### src/rtl/i2c_rp_pkg.sv
package i2c_rp_pkg;

    typedef enum logic [3:0] {
        ST_IDLE,
        ST_DEVADR,
        ST_PTR,
        ST_WDATA,
        ST_GCCMD,
        ST_ACK,
        ST_RDATA,
        ST_RACK,
        ST_RNEXT,
        ST_SKIP
    } eng_state_e;

    typedef enum logic [1:0] {
        GC_IGNORE,
        GC_LATCH,
        GC_LATCH_RST
    } gc_kind_e;

    typedef struct packed {
        eng_state_e st;
        eng_state_e after;
        logic [3:0] bitcnt;
        logic [7:0] sh;
        logic       oe;
        logic       pbit;
        logic       pend;
        logic       shut;
    } eng_t;

    localparam logic [7:0] GC_BYTE         = 8'h00;
    localparam logic [7:0] GC_CMD_LATCH    = 8'h04;
    localparam logic [7:0] GC_CMD_LATCHRST = 8'h06;
    localparam logic [3:0] BITS_PER_BYTE   = 4'd8;

    function automatic gc_kind_e gc_decode(input logic [7:0] b);
        if (b == GC_CMD_LATCHRST) return GC_LATCH_RST;
        if (b == GC_CMD_LATCH)    return GC_LATCH;
        return GC_IGNORE;
    endfunction

endpackage

### src/rtl/i2c_rp_sync.sv
module i2c_rp_sync #(
    parameter int unsigned STAGES = 2
) (
    input  logic clk,
    input  logic rst,
    input  logic scl_i,
    input  logic sda_i,
    output logic scl_rise,
    output logic scl_fall,
    output logic start_det,
    output logic stop_det,
    output logic sda_s
);
    localparam int unsigned LINES = 2;

    logic [LINES-1:0] raw;
    logic [LINES-1:0] cur;
    logic [LINES-1:0] prev;

    assign raw = {scl_i, sda_i};

    for (genvar g = 0; g < LINES; g++) begin : g_line
        logic [STAGES-1:0] chain;
        always_ff @(posedge clk) begin
            if (rst) begin
                chain   <= '1;
                prev[g] <= 1'b1;
            end else begin
                chain   <= {chain[STAGES-2:0], raw[g]};
                prev[g] <= chain[STAGES-1];
            end
        end
        assign cur[g] = chain[STAGES-1];
    end

    logic scl_c, scl_p, sda_c, sda_p;
    assign scl_c = cur[1];
    assign scl_p = prev[1];
    assign sda_c = cur[0];
    assign sda_p = prev[0];

    assign sda_s     = sda_c;
    assign scl_rise  = scl_c && !scl_p;
    assign scl_fall  = !scl_c && scl_p;
    assign start_det = scl_c && scl_p && sda_p && !sda_c;
    assign stop_det  = scl_c && scl_p && !sda_p && sda_c;

endmodule

### src/rtl/i2c_rp_ptr.sv
module i2c_rp_ptr #(
    parameter int unsigned              ADDR_W    = 8,
    parameter int unsigned              N_RANGES  = 2,
    parameter logic [ADDR_W-1:0]        LAST_ADDR = 8'h12,
    parameter logic [N_RANGES*ADDR_W-1:0] RANGE_LO = {8'h10, 8'h00},
    parameter logic [N_RANGES*ADDR_W-1:0] RANGE_HI = {8'h12, 8'h04}
) (
    input  logic              clk,
    input  logic              rst,
    input  logic              clr,
    input  logic              load,
    input  logic [ADDR_W-1:0] load_val,
    input  logic              adv,
    output logic [ADDR_W-1:0] ptr
);
    logic [N_RANGES-1:0] hit_vec;
    logic                hit;

    for (genvar g = 0; g < N_RANGES; g++) begin : g_span
        logic [ADDR_W-1:0] lo, hi, off, span;
        assign lo   = RANGE_LO[g*ADDR_W +: ADDR_W];
        assign hi   = RANGE_HI[g*ADDR_W +: ADDR_W];
        assign off  = ptr - lo;
        assign span = hi - lo;
        assign hit_vec[g] = (off <= span);
    end

    assign hit = |hit_vec;

    always_ff @(posedge clk) begin
        if (rst || clr) begin
            ptr <= '0;
        end else if (load) begin
            ptr <= load_val;
        end else if (adv && hit) begin
            ptr <= (ptr == LAST_ADDR) ? '0 : ptr + 1'b1;
        end
    end

    a_r3_step: assert property (@(posedge clk) disable iff (rst)
        (adv && hit && !load && !clr && ptr != LAST_ADDR) |=> ptr == $past(ptr) + 1'b1);
    a_r4_hold: assert property (@(posedge clk) disable iff (rst)
        (adv && !hit && !load && !clr) |=> $stable(ptr));
    a_r5_wrap: assert property (@(posedge clk) disable iff (rst)
        (adv && hit && !load && !clr && ptr == LAST_ADDR) |=> ptr == '0);

endmodule

### src/rtl/i2c_rp_fsm.sv
module i2c_rp_fsm
    import i2c_rp_pkg::*;
#(
    parameter int unsigned       ADDR_W     = 8,
    parameter logic [5:0]        DEV_PREFIX = 6'b010000,
    parameter logic [ADDR_W-1:0] SHDN_ADDR  = 8'h04,
    parameter int unsigned       SHDN_BIT   = 6
) (
    input  logic              clk,
    input  logic              rst,
    input  logic              scl_rise,
    input  logic              scl_fall,
    input  logic              start_det,
    input  logic              stop_det,
    input  logic              sda_s,
    input  logic              addr_pin_i,
    input  logic [ADDR_W-1:0] ptr,
    input  logic [7:0]        rdata,
    output logic              sda_oe,
    output logic              wr_stb,
    output logic              rd_stb,
    output logic              gc_rst,
    output logic              ptr_load,
    output logic              ptr_adv,
    output logic              ptr_clr,
    output logic [7:0]        shreg
);
    eng_t     q, d;
    logic     byte_done;
    gc_kind_e gk;

    assign byte_done = scl_fall && (q.bitcnt == BITS_PER_BYTE);
    assign gk        = gc_decode(q.sh);

    always_comb begin
        d        = q;
        wr_stb   = 1'b0;
        rd_stb   = 1'b0;
        gc_rst   = 1'b0;
        ptr_load = 1'b0;
        ptr_adv  = 1'b0;
        ptr_clr  = 1'b0;
        if (q.shut) begin
            d.st = ST_IDLE;
            d.oe = 1'b0;
        end else if (stop_det) begin
            d.st     = ST_IDLE;
            d.oe     = 1'b0;
            d.bitcnt = '0;
        end else if (start_det) begin
            d.st     = ST_DEVADR;
            d.oe     = 1'b0;
            d.bitcnt = '0;
        end else begin
            unique case (q.st)
                ST_DEVADR, ST_PTR, ST_WDATA, ST_GCCMD: begin
                    if (scl_rise && q.bitcnt < BITS_PER_BYTE) begin
                        d.sh     = {q.sh[6:0], sda_s};
                        d.bitcnt = q.bitcnt + 4'd1;
                    end else if (byte_done) begin
                        d.bitcnt = '0;
                        d.st     = ST_ACK;
                        d.oe     = 1'b1;
                        unique case (q.st)
                            ST_DEVADR: begin
                                if (q.sh[7:1] == {DEV_PREFIX, q.pbit}) begin
                                    d.after = q.sh[0] ? ST_RDATA : ST_PTR;
                                end else if (q.sh == GC_BYTE) begin
                                    d.after = ST_GCCMD;
                                end else begin
                                    d.oe = 1'b0;
                                    d.st = ST_SKIP;
                                end
                            end
                            ST_PTR: begin
                                ptr_load = 1'b1;
                                d.after  = ST_WDATA;
                            end
                            ST_WDATA: begin
                                wr_stb  = 1'b1;
                                ptr_adv = 1'b1;
                                d.after = ST_WDATA;
                                if (ptr == SHDN_ADDR && q.sh[SHDN_BIT]) d.pend = 1'b1;
                            end
                            default: begin
                                d.after = ST_SKIP;
                                if (gk == GC_IGNORE) begin
                                    d.oe = 1'b0;
                                    d.st = ST_SKIP;
                                end else begin
                                    d.pbit = addr_pin_i;
                                    if (gk == GC_LATCH_RST) begin
                                        gc_rst  = 1'b1;
                                        ptr_clr = 1'b1;
                                    end
                                end
                            end
                        endcase
                    end
                end
                ST_ACK: begin
                    if (scl_fall) begin
                        d.oe = 1'b0;
                        d.st = q.after;
                        if (q.pend) begin
                            d.shut = 1'b1;
                            d.st   = ST_IDLE;
                        end else if (q.after == ST_RDATA) begin
                            rd_stb   = 1'b1;
                            d.sh     = rdata;
                            d.oe     = ~rdata[7];
                            d.bitcnt = '0;
                        end
                    end
                end
                ST_RDATA: begin
                    if (scl_fall) begin
                        if (q.bitcnt == 4'd7) begin
                            d.oe     = 1'b0;
                            d.bitcnt = '0;
                            d.st     = ST_RACK;
                        end else begin
                            d.bitcnt = q.bitcnt + 4'd1;
                            d.sh     = {q.sh[6:0], 1'b0};
                            d.oe     = ~q.sh[6];
                        end
                    end
                end
                ST_RACK: begin
                    if (scl_rise) begin
                        ptr_adv = 1'b1;
                        d.st    = sda_s ? ST_IDLE : ST_RNEXT;
                    end
                end
                ST_RNEXT: begin
                    if (scl_fall) begin
                        rd_stb   = 1'b1;
                        d.sh     = rdata;
                        d.oe     = ~rdata[7];
                        d.bitcnt = '0;
                        d.st     = ST_RDATA;
                    end
                end
                default: ;
            endcase
        end
    end

    always_ff @(posedge clk) begin
        if (rst) begin
            q        <= '0;
            q.st     <= ST_IDLE;
            q.after  <= ST_IDLE;
            q.pbit   <= addr_pin_i;
        end else begin
            q <= d;
        end
    end

    assign sda_oe = q.oe;
    assign shreg  = q.sh;

    a_r1_drive_window: assert property (@(posedge clk) disable iff (rst)
        q.oe |-> (q.st inside {ST_ACK, ST_RDATA}));
    a_r2_one_strobe: assert property (@(posedge clk) disable iff (rst)
        $onehot0({wr_stb, rd_stb, gc_rst}));
    a_r7_nack_release: assert property (@(posedge clk) disable iff (rst)
        (q.st == ST_RACK && scl_rise && sda_s && !q.shut) |=> (q.st == ST_IDLE && !q.oe));
    a_r9_quiet: assert property (@(posedge clk) disable iff (rst)
        q.shut |-> (!q.oe && !wr_stb && !rd_stb));
    a_r9_sticky: assert property (@(posedge clk) disable iff (rst)
        q.shut |=> q.shut);
    a_r10_stop_idle: assert property (@(posedge clk) disable iff (rst)
        stop_det |=> q.st == ST_IDLE);

endmodule

### src/rtl/i2c_regport_slave.sv
module i2c_regport_slave
    import i2c_rp_pkg::*;
#(
    parameter int unsigned                ADDR_W      = 8,
    parameter int unsigned                N_RANGES    = 2,
    parameter logic [ADDR_W-1:0]          LAST_ADDR   = 8'h12,
    parameter logic [N_RANGES*ADDR_W-1:0] RANGE_LO    = {8'h10, 8'h00},
    parameter logic [N_RANGES*ADDR_W-1:0] RANGE_HI    = {8'h12, 8'h04},
    parameter logic [5:0]                 DEV_PREFIX  = 6'b010000,
    parameter logic [ADDR_W-1:0]          SHDN_ADDR   = 8'h04,
    parameter int unsigned                SHDN_BIT    = 6,
    parameter int unsigned                SYNC_STAGES = 2
) (
    input  logic              clk,
    input  logic              rst,
    input  logic              scl_i,
    input  logic              sda_i,
    output logic              sda_oe_o,
    input  logic              addr_pin_i,
    output logic [ADDR_W-1:0] reg_addr_o,
    output logic              reg_wr_o,
    output logic [7:0]        reg_wdata_o,
    output logic              reg_rd_o,
    input  logic [7:0]        reg_rdata_i,
    output logic              gc_reset_o
);
    logic scl_rise, scl_fall, start_det, stop_det, sda_s;
    logic ptr_load, ptr_adv, ptr_clr;
    logic [7:0] shreg;
    logic [ADDR_W-1:0] ptr;

    i2c_rp_sync #(.STAGES(SYNC_STAGES)) u_sync (
        .clk(clk), .rst(rst), .scl_i(scl_i), .sda_i(sda_i),
        .scl_rise(scl_rise), .scl_fall(scl_fall),
        .start_det(start_det), .stop_det(stop_det), .sda_s(sda_s)
    );

    i2c_rp_ptr #(
        .ADDR_W(ADDR_W), .N_RANGES(N_RANGES), .LAST_ADDR(LAST_ADDR),
        .RANGE_LO(RANGE_LO), .RANGE_HI(RANGE_HI)
    ) u_ptr (
        .clk(clk), .rst(rst), .clr(ptr_clr), .load(ptr_load),
        .load_val(shreg[ADDR_W-1:0]), .adv(ptr_adv), .ptr(ptr)
    );

    i2c_rp_fsm #(
        .ADDR_W(ADDR_W), .DEV_PREFIX(DEV_PREFIX),
        .SHDN_ADDR(SHDN_ADDR), .SHDN_BIT(SHDN_BIT)
    ) u_fsm (
        .clk(clk), .rst(rst), .scl_rise(scl_rise), .scl_fall(scl_fall),
        .start_det(start_det), .stop_det(stop_det), .sda_s(sda_s),
        .addr_pin_i(addr_pin_i), .ptr(ptr), .rdata(reg_rdata_i),
        .sda_oe(sda_oe_o), .wr_stb(reg_wr_o), .rd_stb(reg_rd_o),
        .gc_rst(gc_reset_o), .ptr_load(ptr_load), .ptr_adv(ptr_adv),
        .ptr_clr(ptr_clr), .shreg(shreg)
    );

    assign reg_addr_o  = ptr;
    assign reg_wdata_o = shreg;

    a_r11_reset_quiet: assert property (@(posedge clk)
        $past(rst) |-> (!sda_oe_o && !reg_wr_o && !gc_reset_o && ptr == '0));

endmodule

### config.mk
export PLATFORM = sky130hd
export DESIGN_NAME = i2c_regport_slave
export DESIGN_NICKNAME = d
export VERILOG_FILES = /design/src/rtl/i2c_rp_pkg.sv /design/src/rtl/i2c_rp_sync.sv /design/src/rtl/i2c_rp_ptr.sv /design/src/rtl/i2c_rp_fsm.sv /design/src/rtl/i2c_regport_slave.sv
export SDC_FILE = /design/constraint.sdc
export NUM_CORES = 1
export LEC_CHECK = 0
export BUFFER_PORTS_ARGS = -buffer_cell sky130_fd_sc_hd__buf_4
export CAP_MARGIN = 15
export CELL_PAD_IN_SITES_DETAIL_PLACEMENT = 0
export CELL_PAD_IN_SITES_GLOBAL_PLACEMENT = 2
export CORE_AREA = 4 4 111 71
export DETAILED_ROUTE_END_ITERATION = 8
export DIE_AREA = 0 0 115 75
export GPL_TIMING_DRIVEN = 0
export PLACE_DENSITY = 0.89
export SETUP_SLACK_MARGIN = 0.05
export SKIP_LAST_GASP = 1
export SLEW_MARGIN = 0
export SYNTH_ARGS = -nofsm -noshare
export SYNTH_HDL_FRONTEND = slang
export SYNTH_SLANG_ARGS = --single-unit
### constraint.sdc
create_clock -name clk -period 3.61 [get_ports clk]
set_input_delay 0.1805 -clock clk [delete_from_list [all_inputs] [get_ports clk]]
set_output_delay 0.1805 -clock clk [all_outputs]
set_load 0.02 [all_outputs]
# --- After elaboration in Yosys (flattened, before gate mapping) ---
# Index checks and enable logic that the tools add are counted.
totals:
  ff_bits: 38
  input_bits: 13
  out_inout_bits: 20
op_classes:
  add_sub_neg: 3
  n_lt_le_gt_ge: 3
  eq_ne: 48
  n_mux: 96
  bitwise_logic: 6
  reduce_logical: 39
op_table:
  columns: ["op", "count"]
  rows:
  - ["$mux 4", 17]
  - ["$mux 13", 5]
  - ["$pmux 13 s4", 1]
  - ["$mux 1", 48]
  - ["$mux 8", 6]
  - ["$reduce_and 8->1", 5]
  - ["$eq 4x3->1 const B", 6]
  - ["$eq 8x3->1 const B", 3]
  - ["$mux 3", 7]
  - ["$pmux 4 s5", 1]
  - ["$ne 2x1->1 const B", 9]
  - ["$ne 3x2->1 const B", 6]
  - ["$ne 2x2->1 const B", 8]
  - ["$ne 4x3->1 const B", 4]
  - ["$pmux 4 s2", 2]
  - ["$mux 12", 1]
  - ["$reduce_bool 6->1", 2]
  - ["$logic_and 1x1->1", 11]
  - ["$reduce_and 11->1", 1]
  - ["$mux 2", 5]
  - ["$add 8x1->8 const B", 1]
  - ["$eq 4x2->1 const B", 2]
  - ["$eq 4x4->1 const B", 2]
  - ["$eq 8x5->1 const B", 1]
  - ["other kinds (26)", 41]

# --- Longest topological paths before layout ---
# Gate-level depths: netlist of run 1.
logic_depth:
  word_depth: 16
  ltp_mapped: 9
  ltp_nobuf: 8

# --- Hierarchy ---
# From an unflattened synthesis of run 1, not the netlist that was laid out.
unflattened:
  hier_cells: 323
  hier_area_um2: 2776.4
modules_own_cells:
  columns: ["module", "instances", "cells_per_inst", "area_each_um2", "seq_area_each_um2"]
  rows:
  - ["i2c_rp_fsm", 1, 221, 1886.8, 490.5]
  - ["i2c_rp_ptr", 1, 86, 699.4, 160.2]
  - ["i2c_rp_sync", 1, 16, 190.2, 120.1]

# --- Worst setup path after synthesis of run 1 ---
# OpenSTA, ideal clock, no wires.
synth_path:
  kind: "register to register"
  start: "register u_fsm.q (netlist bit u_fsm.shreg[7])"
  end: "register u_ptr.ptr[6]"
  setup_ns: 0.117
  t_arrival_ns: 2.127
  required_ns: 3.493
  path_slack_ns: 1.366
  path_stages_with_launch: 8
  cell_sequence: "dfxtp_1 > or4_4 > or4_4 > nor4_4 > or2_1 > buf_4 > nor2_2 > a22o_1"
synth_via:
  elab_chain_cells: 16
  word_cells_on_any_way: 20
synth_rtl:
  columns: ["element", "line", "source"]
  rows:
  - ["from (decl)", "i2c_rp_fsm.sv:28", "eng_t q, d;"]
  - ["$eq 8x3->1", "i2c_rp_pkg.sv:40", "if (b == GC_CMD_LATCH) return GC_LATCH;"]
  - ["$mux 1 (2 in a row)", "i2c_rp_pkg.sv:40", null]
  - ["$mux 2", "i2c_rp_pkg.sv:41", "return GC_IGNORE;"]
  - ["$mux 2 (*)", "i2c_rp_pkg.sv:40", null]
  - ["$eq 2x2->1", "i2c_rp_fsm.sv:92", "if (gk == GC_LATCH_RST) begin"]
  - ["$mux 1", null, null]
  - ["$mux 1 (*) (8 in a row)", null, null]
  - ["net gc_reset_o", "i2c_regport_slave.sv:25", "output logic gc_reset_o"]
  - ["$logic_or 1x1->1 (*)", "i2c_rp_ptr.sv:31", "if (rst || clr) begin"]
  - ["to (signal assigned)", "i2c_rp_ptr.sv:34", "ptr <= load_val;"]
  - ["to (signal assigned)", "i2c_rp_ptr.sv:36", "ptr <= (ptr == LAST_ADDR) ? '0 : ptr + 1'b1;"]
  - ["to (decl)", "i2c_rp_ptr.sv:14", "output logic [ADDR_W-1:0] ptr"]
# The timed path passes the listed nets; every way through them passes the cells marked *. The select of a mux whose other input is x is not followed.
# A chain may end at the register's enable or synchronous reset.

# --- Final worst setup path of run 1 ---
layout_path:
  start: "register u_fsm.q[23] (netlist bit)"
  end: "register u_fsm.q[14] (netlist bit)"
layout_via:
  elab_chain_cells: 5
  word_cells_on_any_way: 19
layout_rtl:
  columns: ["element", "line", "source"]
  rows:
  - ["$eq 4x1->1, or another cell as far along", "i2c_rp_fsm.sv:55", "unique case (q.st)"]
  - ["$reduce_or 4->1", "i2c_rp_fsm.sv:55", null]
  - ["$pmux 13 s4", "i2c_rp_fsm.sv:55", null]
  - ["$mux 4", "i2c_rp_fsm.sv:50", "end else if (start_det) begin"]
  - ["$mux 4", "i2c_rp_fsm.sv:46", "end else if (stop_det) begin"]
# Parallel ways exist; a longest one is shown, timed or not.

==> impl_metrics.env, run 1 <==
export IMPL_status="completed"
export IMPL_syn_nets=311
export IMPL_cts_num_sinks=38
export IMPL_synthTopCellsByArea="dfxtp_1, a211oi_1, a221oi_1, nor2_1, buf_4"
export IMPL_cts_repair_resized=0
export IMPL_crit_type="reg2reg"
export IMPL_fin_area_mm2=0.00295
export IMPL_ir_drop_uv=355
export IMPL_worstReg2RegEnd="u_fsm.q[14]"
export IMPL_rows=24
export IMPL_power_total_mw=1.82
export IMPL_crit_end="u_fsm.q[14]"
export IMPL_drc_errors=0
export IMPL_ios=33
export IMPL_synth_seq_cells=38
export IMPL_post_dp_hpwl_um=5780
export IMPL_post_place_cells=416
export IMPL_synth_cells=294
export IMPL_yosysSeqAreaShare_pct=31.4
export IMPL_critPathMaxFanout=10
export IMPL_p_per_area_mw_per_mm2=616
export IMPL_ctsHtreeMaxLevel=2
export IMPL_coreArea_mm2=0.00697
export IMPL_holdWs_ps=72.6
export IMPL_drtIter0Drc=202
export IMPL_yosysTopAreaCell="dfxtp_1"
export IMPL_cts_made_buffers=5
export IMPL_finalSetupViolCount=0
export IMPL_overflow=0
export IMPL_wirelength_um=7530
export IMPL_cts_tree="done"
export IMPL_detail_route_wl_per_cell_um=17.8
export IMPL_end_kind="flop"
export IMPL_nNetsFinal=349
export IMPL_cp_slowest_cell="a221oi_2"
export IMPL_final_util_pct=42.4
export IMPL_rrSetupSlack_ps=1040
export IMPL_regArea_um2=771
export IMPL_cp_start_kind="flop"
export IMPL_cpPeakStageDelay_ps=500
export IMPL_diodes=0
export IMPL_clock_root_buffer="clkbuf_16"
export IMPL_layout_min_cycle_time_ps=2570
export IMPL_worstPathCellList="buf_1, nor2_2, mux2i_2, o32ai_1, a221oi_2, o21ai_1, a32o_1"
export IMPL_io_buffers=31
export IMPL_groute_usage_overall_pct=19.0
export IMPL_synth_edf_count=1
export IMPL_drt_pass1_iter_count=5
export IMPL_cts_buffer_depth=2
export IMPL_syn_area_mm2=0.00246
export IMPL_synth_common_cells="dfxtp_1, nor2_1, nand2_1, inv_1, a211oi_1"
export IMPL_critical_path_arrival_ps=2750
export IMPL_hold_buffers=0
export IMPL_start_util_pct=35.3
export IMPL_finalWorstSetupSlack_ps=1040
export IMPL_final_hold_violation_count=0
export IMPL_dpl_cell_area_mm2=0.00280
export IMPL_synth_ff_type="dfxtp_1"
export IMPL_tns_ps=0
export IMPL_rsz0062_at_grt="false"
export IMPL_relSlewSlack_pct=56.8
export IMPL_p_leak_nw=1.16
export IMPL_vias=2442
export IMPL_yosysUniqueCellTypes=72
export IMPL_ant_nets=0
export IMPL_die_area_mm2=0.00863
export IMPL_worstRegToRegCells=7
export IMPL_yosysWarnings=0
export IMPL_required_ps=3790
export IMPL_slew_viol_final=0
export IMPL_area_growth_pct=20.2
export IMPL_synthArstFlopShare_pct=0
export IMPL_hp_class="in2reg"
export IMPL_clk_pin_slew_worst_paths_ps=60
export IMPL_fp_dieW_um=115
export IMPL_rr_startpoint="u_fsm.q[23]"
export IMPL_timing_fmax_mhz=389
export IMPL_avgSynthCellArea_um2=8.36
export IMPL_cts_setup_buffers=0
export IMPL_n_fill_cell=707
export IMPL_grt_pass1_vias=2238
export IMPL_grt_max_degree=13
export IMPL_maxCapViolCount=0
export IMPL_dp_slack_ps=1090
export IMPL_drive_above_1_share_pct=21.6
export IMPL_grt_pass1_wl_um=12400
export IMPL_yosysMostFrequentCell="dfxtp_1"
export IMPL_multiInputGateArea_mm2=0.00147
export IMPL_synth_top_cell_area_share_pct=30.1
export IMPL_period_share_pct=71.1
export IMPL_die_h_um=75
export IMPL_worst_pin_slew_ps=647
export IMPL_worst_skew_pair_late_latency_ps=290
export IMPL_viasPerCell=5.76
export IMPL_antenna_found_initial=0
export IMPL_clock_skew_ps=7.58
export IMPL_place_congestion=0.855
export IMPL_startpoint="u_fsm.q[23]"
export IMPL_instances_no_fill=424
[cells in the final DEF (no fill, tap or decap), drive strengths merged, types with 4 or more instances in the layout]
cell type  instances
a211oi            13
a21oi             12
a221oi            11
a22o               4
buf               47
clkbuf            15
dfxtp             37
ha                 4
inv               19
mux2i              5
nand2             18
nand3              9
nand4              5
nor2              22
nor2b              9
nor3               8
nor3b              4
nor4               4
o21ai              8
o31ai              4
or2               10
or3                4
[kinds of logic (layout without fill, tap and decap cells)]
| kind of cell | Yosys count | after routing | share of synthesized area (%) |
|---|---|---|---|
| flops | 38 | 38 | 31.4 |
| buf+inv | 43 | 82 | 8.71 |
| xor+xnor | 2 | 2 | 0.713 |
| simple gates | 116 | 116 | 27.5 |
| compound gates | 83 | 83 | 26.1 |
| mux | 6 | 6 | 2.65 |
| fa+ha+maj | 6 | 6 | 2.90 |
[power breakdown]
group	switching, mW	total (mW)	internal (mW)
clock	0.184	0.458	0.274
sequential	0.0728	0.546	0.473
combinational	0.472	0.815	0.343
total	0.729	1.82	1.09
[metal layers]
metal  share of wire (%)  routed length (um)  vias up  track usage (%)
met3                 9.0                 680        6             4.74
met1                  52                3940     1167             30.3
met4                0.98                  74        0             5.08
li1                    -                   -     1174                -
met5                   0                   0        -                0
met2                  38                2840       95             24.4
[worst min-delay path by stage]
| stage | from | to | slack, ps | cells after the start |
|---|---|---|---|---|
| 4_1_cts | scl_i | u_sync.g_line[1].chain[0] | 70 | 2 |
| 2_1_floorplan | sda_i | u_sync.g_line[0].chain[0] | 280 | 1 |
| 3_3_place_gp | sda_i | u_sync.g_line[0].chain[0] | 360 | 2 |
| 5_1_grt | scl_i | u_sync.g_line[1].chain[0] | 70 | 2 |
| 6_report | scl_i | u_sync.g_line[1].chain[0] | 70 | 2 |
| 3_5_place_dp | scl_i | u_sync.g_line[1].chain[0] | 370 | 2 |
[state kept, by name, indices dropped and copies added (netlist names)]
| signal | flops |
|---|---|
| u_ptr.ptr | 8 |
| u_fsm.sda_oe | 1 |
| u_sync.sda_p | 1 |
| u_sync.g_line.chain | 4 |
| u_fsm.shreg | 8 |
| u_sync.scl_p | 1 |
| u_fsm.q | 15 |
[cell type report]
cell class              count  area share (%)
clock buffers               6            4.70
flip-flops and latches     38            26.1
multi-input cells         213            49.9
plain buffers              25            4.96
inverters                  18            2.29
well taps                  91            3.85
repair buffers             31            7.88
clock inverters             2           0.381
[critical path: cells and delay by family (launching register included)]
family	cells	cell delay (ps)
compound gates	4	1090
buf+inv	1	410
flops	1	430
mux	1	330
simple gates	1	190
(Power assumes the default switching activity.)
==> run 2, diff against run 1 <==
--- a/config.mk
+++ b/config.mk
@@ -9,11 +9,11 @@
 export CAP_MARGIN = 15
 export CELL_PAD_IN_SITES_DETAIL_PLACEMENT = 0
 export CELL_PAD_IN_SITES_GLOBAL_PLACEMENT = 2
-export CORE_AREA = 4 4 111 71
+export CORE_AREA = 4 4 120 76
 export DETAILED_ROUTE_END_ITERATION = 8
-export DIE_AREA = 0 0 115 75
+export DIE_AREA = 0 0 124 80
 export GPL_TIMING_DRIVEN = 0
-export PLACE_DENSITY = 0.89
+export PLACE_DENSITY = 0.82
 export SETUP_SLACK_MARGIN = 0.05
 export SKIP_LAST_GASP = 1
 export SLEW_MARGIN = 0
==> constraint.sdc (replaced) <==
create_clock -name clk -period 2.25 [get_ports clk]
set_input_delay 0.1125 -clock clk [delete_from_list [all_inputs] [get_ports clk]]
set_output_delay 0.1125 -clock clk [all_outputs]
set_load 0.02 [all_outputs]
==> run 2 against run 1 <==
Against the previous run:
- register-to-register slack got worse by 990 ps
- clock skew fell by 2.6 ps
- clock power rose by 95%
- largest power group unchanged
- first-iteration DRC count rose by 22%
- cell area rose by 16%
- critical path type unchanged
- sequential share of layout area fell by 3.2 points
- maximum frequency rose by 17%
- highest routed layer unchanged
==> impl_metrics.env, run 2 (synthesized netlist as in run 1, its figures left out) <==
export IMPL_overflow=0
export IMPL_start_util_pct=31.3
export IMPL_timing_fmax_mhz=456
export IMPL_rrSetupSlack_ps=60
export IMPL_layout_common_cells="buf_4, dfxtp_1, nand2_1"
export IMPL_critPathMostFrequentCell="buf_6"
export IMPL_relSlewSlack_pct=46.4
export IMPL_cts_tree="done"
export IMPL_top_register="u_fsm.q"
export IMPL_wirelength_um=8480
export IMPL_crit_type="reg2reg"
export IMPL_drtIter0Drc=247
export IMPL_critical_path_arrival_ps=2340
export IMPL_cp_slowest_cell="dfxtp_2"
export IMPL_regArea_um2=787
export IMPL_finalSetupViolCount=0
export IMPL_die_area_mm2=0.00992
export IMPL_grt_most_used_layer="met1"
export IMPL_final_common_cell="buf_4"
export IMPL_instances_no_fill=464
export IMPL_cp_top_family="compound AO/OA/AOI/OAI gates"
export IMPL_drt_pass1_iter_count=5
export IMPL_cpPeakStageDelay_ps=430
export IMPL_n_fill_cell=776
export IMPL_slew_viol_final=0
export IMPL_cts_buffer_depth=2
export IMPL_dp_slack_ps=-274
export IMPL_p_leak_nw=1.37
export IMPL_cts_made_buffers=5
export IMPL_viasPerCell=5.39
export IMPL_period_share_pct=97.5
export IMPL_clock_root_buffer="clkbuf_16"
export IMPL_coreArea_mm2=0.00785
export IMPL_worst_skew_pair_late_latency_ps=290
export IMPL_post_dp_hpwl_um=6110
export IMPL_hp_class="in2reg"
export IMPL_grt_use_met3_pct=5.17
export IMPL_holdWs_ps=95.2
export IMPL_area_growth_pct=39.8
export IMPL_met2_usage_pct=18.7
export IMPL_layout_min_cycle_time_ps=2190
export IMPL_clock_skew_ps=5.03
export IMPL_cp_start_kind="flop"
export IMPL_ios=33
export IMPL_antenna_found_initial=0
export IMPL_vias=2499
export IMPL_ant_nets=0
export IMPL_cp_num_buf_inv=2
export IMPL_end_kind="flop"
export IMPL_diodes=0
export IMPL_groute_usage_overall_pct=17.3
export IMPL_rows=25
export IMPL_grt_pass1_vias=2227
export IMPL_post_place_cells=433
export IMPL_drive_above_1_share_pct=37.6
export IMPL_place_congestion=0.901
export IMPL_ctsHtreeMaxLevel=2
export IMPL_clk_pin_slew_worst_paths_ps=60
export IMPL_multiInputGateArea_mm2=0.00167
export IMPL_fp_dieW_um=124
export IMPL_required_ps=2390
export IMPL_final_util_pct=43.8
export IMPL_maxCapViolCount=0
export IMPL_finalWorstSetupSlack_ps=55.2
export IMPL_cts_num_sinks=38
export IMPL_detail_route_wl_per_cell_um=18.3
export IMPL_die_h_um=80
export IMPL_critPathMaxFanout=8
export IMPL_grt_pass1_wl_um=12800
export IMPL_rsz0062_at_grt="true"
export IMPL_worstPathCellList="nand2b_1, buf_6, maj3_2, a2111oi_4, o221ai_4, buf_6, a221oi_2, a211oi_1"
export IMPL_status="completed"
export IMPL_largest_reg_flops=15
export IMPL_grt_max_degree=14
export IMPL_ir_drop_uv=459
export IMPL_drc_errors=0
export IMPL_io_buffers=31
export IMPL_worst_pin_slew_ps=794
export IMPL_grtUsageMet1_pct=30.2
export IMPL_p_per_area_mw_per_mm2=1020
export IMPL_nNetsFinal=372
export IMPL_final_hold_violation_count=0
-- run 2: cell types whose count changed in the layout (fill, tap and decap cells not counted), moves of 4 or more --
| cell | previous run | this run |
|---|---|---|
| a221oi_1 | 10 | 2 |
| a221oi_2 | 1 | 8 |
| buf_4 | 40 | 61 |
| clkbuf_1 | 9 | 5 |
| dfxtp_1 | 37 | 30 |
| dfxtp_2 | 0 | 4 |
| nor2_4 | 0 | 4 |
-- run 2: final timing paths --
kind | from | end | cells past startpoint
max | u_sync.scl_p | u_fsm.shreg[3] | 8
min reg2reg | u_sync.g_line[1].chain[0] | u_sync.g_line[1].chain[1] | 1
max reg2reg | u_sync.scl_p | u_fsm.shreg[3] | 8
min | addr_pin_i | u_fsm.q[2] | 2
-- run 2: layout make-up --
class | count | area share (%)
multi-input combinational | 213 | 48.6
inverter | 18 | 1.97
tap | 108 | 3.93
timing repair buffer | 55 | 12.2
clock buffer | 6 | 4.37
clock inverter | 2 | 1.13
buffer | 24 | 4.92
sequential | 38 | 22.9
-- run 2: where the power goes --
group / internal (mW) / switching [mW]
clock: 0.592 / 0.300
combinational: 0.762 / 0.956
sequential: 0.767 / 0.121
-- run 2: worst reg2reg max path, stage by stage (launching register included) --
cell	delay, ps
dfxtp_2	430
nand2b_1	90
buf_6	140
maj3_2	330
a2111oi_4	400
o221ai_4	210
buf_6	190
a221oi_2	190
a211oi_1	80
-- run 2: what timing repair did --
action / CTS / global route
hold buffers: 2 / 0
endpoints found under the hold margin: 2 / 0
pin swaps: 4 / 12
endpoints found under the setup margin: 29 / 28
gates resized for setup: 25 / 38
cloned: 1 / 0
buffers inserted: 10 / 11
-- run 2: stage by stage --
step	setup TNS [ps]	cell area, um^2	power [mW]
2_1_floorplan	0	2460	1.82
3_3_place_gp	-3200	2830	2.23
3_5_place_dp	-2350	2830	2.21
4_1_cts	0	3210	3.33
5_1_grt	-30.5	3440	3.66
6_report	0	3440	3.50
-- run 2: routing by layer --
metal  up-vias  share of wire (%)
li1       1228                  -
met1      1173                 57
met2        93                 34
met3         5                8.1
met4         0               0.62
met5         -                  0
==> run 3, diff against run 2 <==
--- a/config.mk
+++ b/config.mk
@@ -9,14 +9,15 @@
 export CAP_MARGIN = 15
 export CELL_PAD_IN_SITES_DETAIL_PLACEMENT = 0
 export CELL_PAD_IN_SITES_GLOBAL_PLACEMENT = 2
-export CORE_AREA = 4 4 120 76
+export CORE_AREA = 4 4 126 80
 export DETAILED_ROUTE_END_ITERATION = 8
-export DIE_AREA = 0 0 124 80
+export DIE_AREA = 0 0 130 84
 export GPL_TIMING_DRIVEN = 0
-export PLACE_DENSITY = 0.82
+export PLACE_DENSITY = 0.81
 export SETUP_SLACK_MARGIN = 0.05
 export SKIP_LAST_GASP = 1
 export SLEW_MARGIN = 0
 export SYNTH_ARGS = -nofsm -noshare
 export SYNTH_HDL_FRONTEND = slang
+export SYNTH_HIERARCHICAL = 1
 export SYNTH_SLANG_ARGS = --single-unit
==> run 3 against run 2 <==
Against the previous run:
- the run now ends with setup timing left
- cell area is 8.3% higher
- clock power is 1% higher
- synthesized cell count is 9.9% higher
- core utilization is 2.0 points lower
- final cell count is 8.6% higher
- clock skew is 2.1 ps higher
- setup slack worse by 100 ps
- count of clock-buffer cells in the layout stayed put
- area after synthesis is 13% higher
- die area is 10% higher
- maximum frequency is 4.5% lower
- critical endpoint is now u_ptr/ptr[6]
- largest power group is now clock
- highest routed layer unchanged
==> impl_metrics.env, run 3 <==
export IMPL_drc_errors=0
export IMPL_synth_ff_type="dfxtp_1"
export IMPL_ios=33
export IMPL_clock_root_buffer="clkbuf_16"
export IMPL_cts_buffer_depth=2
export IMPL_grt_pass1_vias=2490
export IMPL_grt_max_degree=14
export IMPL_period_share_pct=102
export IMPL_place_congestion=0.918
export IMPL_overflow=0
export IMPL_worst_pin_slew_ps=636
export IMPL_avgSynthCellArea_um2=8.60
export IMPL_largest_reg_flops=15
export IMPL_synth_seq_cells=38
export IMPL_cp_top_family="simple AND/OR/NAND/NOR gates"
export IMPL_hold_depth=2
export IMPL_post_place_cells=471
export IMPL_ant_nets=0
export IMPL_min_from="rst"
export IMPL_final_hold_violation_count=0
export IMPL_fp_dieW_um=130
export IMPL_clk_pin_slew_worst_paths_ps=60
export IMPL_nNetsFinal=410
export IMPL_diodes=0
export IMPL_worstRegToRegCells=8
export IMPL_start_util_pct=31.1
export IMPL_worstPathCellList="buf_6, or3b_4, nor3_4, a41o_1, o311a_1, a31oi_4, or4_1, a31oi_1"
export IMPL_relSlewSlack_pct=57.6
export IMPL_top_register="u_fsm/q"
export IMPL_synth_edf_count=1
export IMPL_synth_common_cells="dfxtp_1, nor2_1, a21oi_1, nand3_1, o21ai_0"
export IMPL_post_dp_hpwl_um=6620
export IMPL_instances_no_fill=504
export IMPL_n_fill_cell=952
export IMPL_grt_pass1_wl_um=14100
export IMPL_synthTopCellsByArea="dfxtp_1, ha_1, nor2_1, a21oi_1, buf_4"
export IMPL_maxCapViolCount=0
export IMPL_hp_class="in2reg"
export IMPL_final_common_cell="buf_4"
export IMPL_status="finished with violations"
export IMPL_layout_min_cycle_time_ps=2300
export IMPL_drt_pass1_iter_count=4
export IMPL_critical_path_arrival_ps=2520
export IMPL_vias=2757
export IMPL_final_util_pct=41.7
export IMPL_rrSetupSlack_ps=-50
export IMPL_yosysUniqueCellTypes=81
export IMPL_yosysWarnings=6
export IMPL_critPathMaxFanout=10
export IMPL_syn_area_mm2=0.00278
export IMPL_min_to="u_ptr/ptr[2]"
export IMPL_worstReg2RegEnd="u_ptr/ptr[6]"
export IMPL_viasPerCell=5.47
export IMPL_synth_cells=323
export IMPL_layout_common_cells="buf_4, dfxtp_1, nor2_1"
export IMPL_required_ps=2470
export IMPL_drtIter0Drc=208
export IMPL_antenna_found_initial=0
export IMPL_p_per_area_mw_per_mm2=490
export IMPL_worst_skew_pair_late_latency_ps=290
export IMPL_ir_drop_uv=359
export IMPL_rows=27
export IMPL_clock_skew_ps=7.15
export IMPL_cts_num_sinks=38
export IMPL_io_buffers=32
export IMPL_die_area_mm2=0.0109
export IMPL_rr_startpoint="u_fsm/q[23]"
export IMPL_cpPeakStageDelay_ps=490
export IMPL_cp_slowest_cell="or4_1"
export IMPL_cp_num_buf_inv=1
export IMPL_coreArea_mm2=0.00892
export IMPL_slew_viol_final=0
export IMPL_ctsHtreeMaxLevel=2
export IMPL_area_growth_pct=34.1
export IMPL_syn_nets=346
export IMPL_detail_route_wl_per_cell_um=17.5
export IMPL_cts_made_buffers=5
export IMPL_p_leak_nw=1.38
export IMPL_synthArstFlopShare_pct=0
export IMPL_holdWs_ps=163
export IMPL_violations="setup timing"
export IMPL_finalSetupViolCount=5
export IMPL_yosysMostFrequentCell="dfxtp_1"
export IMPL_groute_usage_overall_pct=16.6
export IMPL_yosysSeqAreaShare_pct=27.8
export IMPL_drive_above_1_share_pct=38.1
export IMPL_crit_type="reg2reg"
export IMPL_rsz0062_at_grt="true"
export IMPL_die_h_um=84
export IMPL_end_kind="flop"
export IMPL_finalWorstSetupSlack_ps=-48.6
export IMPL_synth_top_cell_area_share_pct=26.7
export IMPL_cp_start_kind="flop"
export IMPL_timing_fmax_mhz=435
export IMPL_wirelength_um=8840
export IMPL_cts_tree="done"
export IMPL_yosysTopAreaCell="dfxtp_1"
[run 3: cell count changes in the layout (fill, tap and decap cells not counted), sizes merged, moves of 9 or more]
cell / change
nor2: +13
a21oi: +10
o21ai: +9
a221oi: -10
[run 3: worst reg2reg max path, delay by kind of cell (launching register included)]
| family | cells | cell delay [ps] |
|---|---|---|
| compound gates | 4 | 610 |
| simple gates | 3 | 1120 |
| flops | 1 | 360 |
| buf+inv | 1 | 150 |
[run 3: layout make-up]
| cell class | count | area, um^2 | area share (%) |
|---|---|---|---|
| plain buffers | 25 | 200 | 5.38 |
| clock buffers | 6 | 150 | 4.03 |
| clock inverters | 2 | 38.8 | 1.04 |
| inverters | 14 | 52.6 | 1.41 |
| multi-input cells | 247 | 1920 | 51.5 |
| flip-flops and latches | 38 | 786 | 21.1 |
| well taps | 116 | 145 | 3.90 |
| repair buffers | 56 | 433 | 11.6 |
[run 3: per-stage QoR]
| step | setup TNS (ps) | power (mW) | setup WS [ps] | instance area [um^2] |
|---|---|---|---|---|
| 3_5_place_dp | -2740 | 0.920 | -429 | 3220 |
| 6_report | -172 | 1.83 | -48.6 | 3720 |
| 5_1_grt | -882 | 1.91 | -146 | 3720 |
| 4_1_cts | -395 | 1.84 | -134 | 3560 |
| 3_3_place_gp | -2510 | 0.920 | -396 | 3220 |
| 2_1_floorplan | -244 | 0.852 | -96.1 | 2840 |
[run 3: routing by layer]
metal  vias to the layer above  wire length [um]  global-route usage [%]  share of wire (%)
met5                         -                 0                       0                  0
met4                         0                68                    3.68               0.77
met3                         5               676                    4.67                7.6
met2                        88              3350                    20.8                 38
met1                      1322              4740                    26.9                 54
li1                       1342                 -                       -                  -
[run 3: worst max path at each step]
stage,from,end,cells after the start
detailed placement,u_sync/g_line[0].chain[1],u_ptr/ptr[7],10
CTS,u_sync/g_line[0].chain[1],u_ptr/ptr[6],9
finish,u_fsm/q[23],u_ptr/ptr[6],8
floorplan,u_sync/scl_p,u_ptr/ptr[6],9
global placement,u_sync/g_line[0].chain[1],u_ptr/ptr[7],10
global route,u_fsm/q[23],u_ptr/ptr[6],8
[run 3: kinds of logic after synthesis]
family / share of synthesized area [%]
AOI/OAI and AO/OA: 27.6
xor gates and xnor gates: 0.631
adders and majority gates: 4.51
buffers and inverters: 8.47
DFF: 27.8
muxes: 1.94
and+or+nand+nor: 29.1
[run 3: power breakdown]
group,switching [mW],internal [mW]
combinational,0.125,0.0951
sequential,0.0155,0.688
clock,0.309,0.593
[run 3: timing repair]
item                       CTS  global route
hold buffers                 2             0
setup endpoints to repair   11            19
gates cloned                 0             2
hold endpoints to repair     2             0
gates resized for setup     13            26
pin swaps                    8            15
setup buffers               12             9
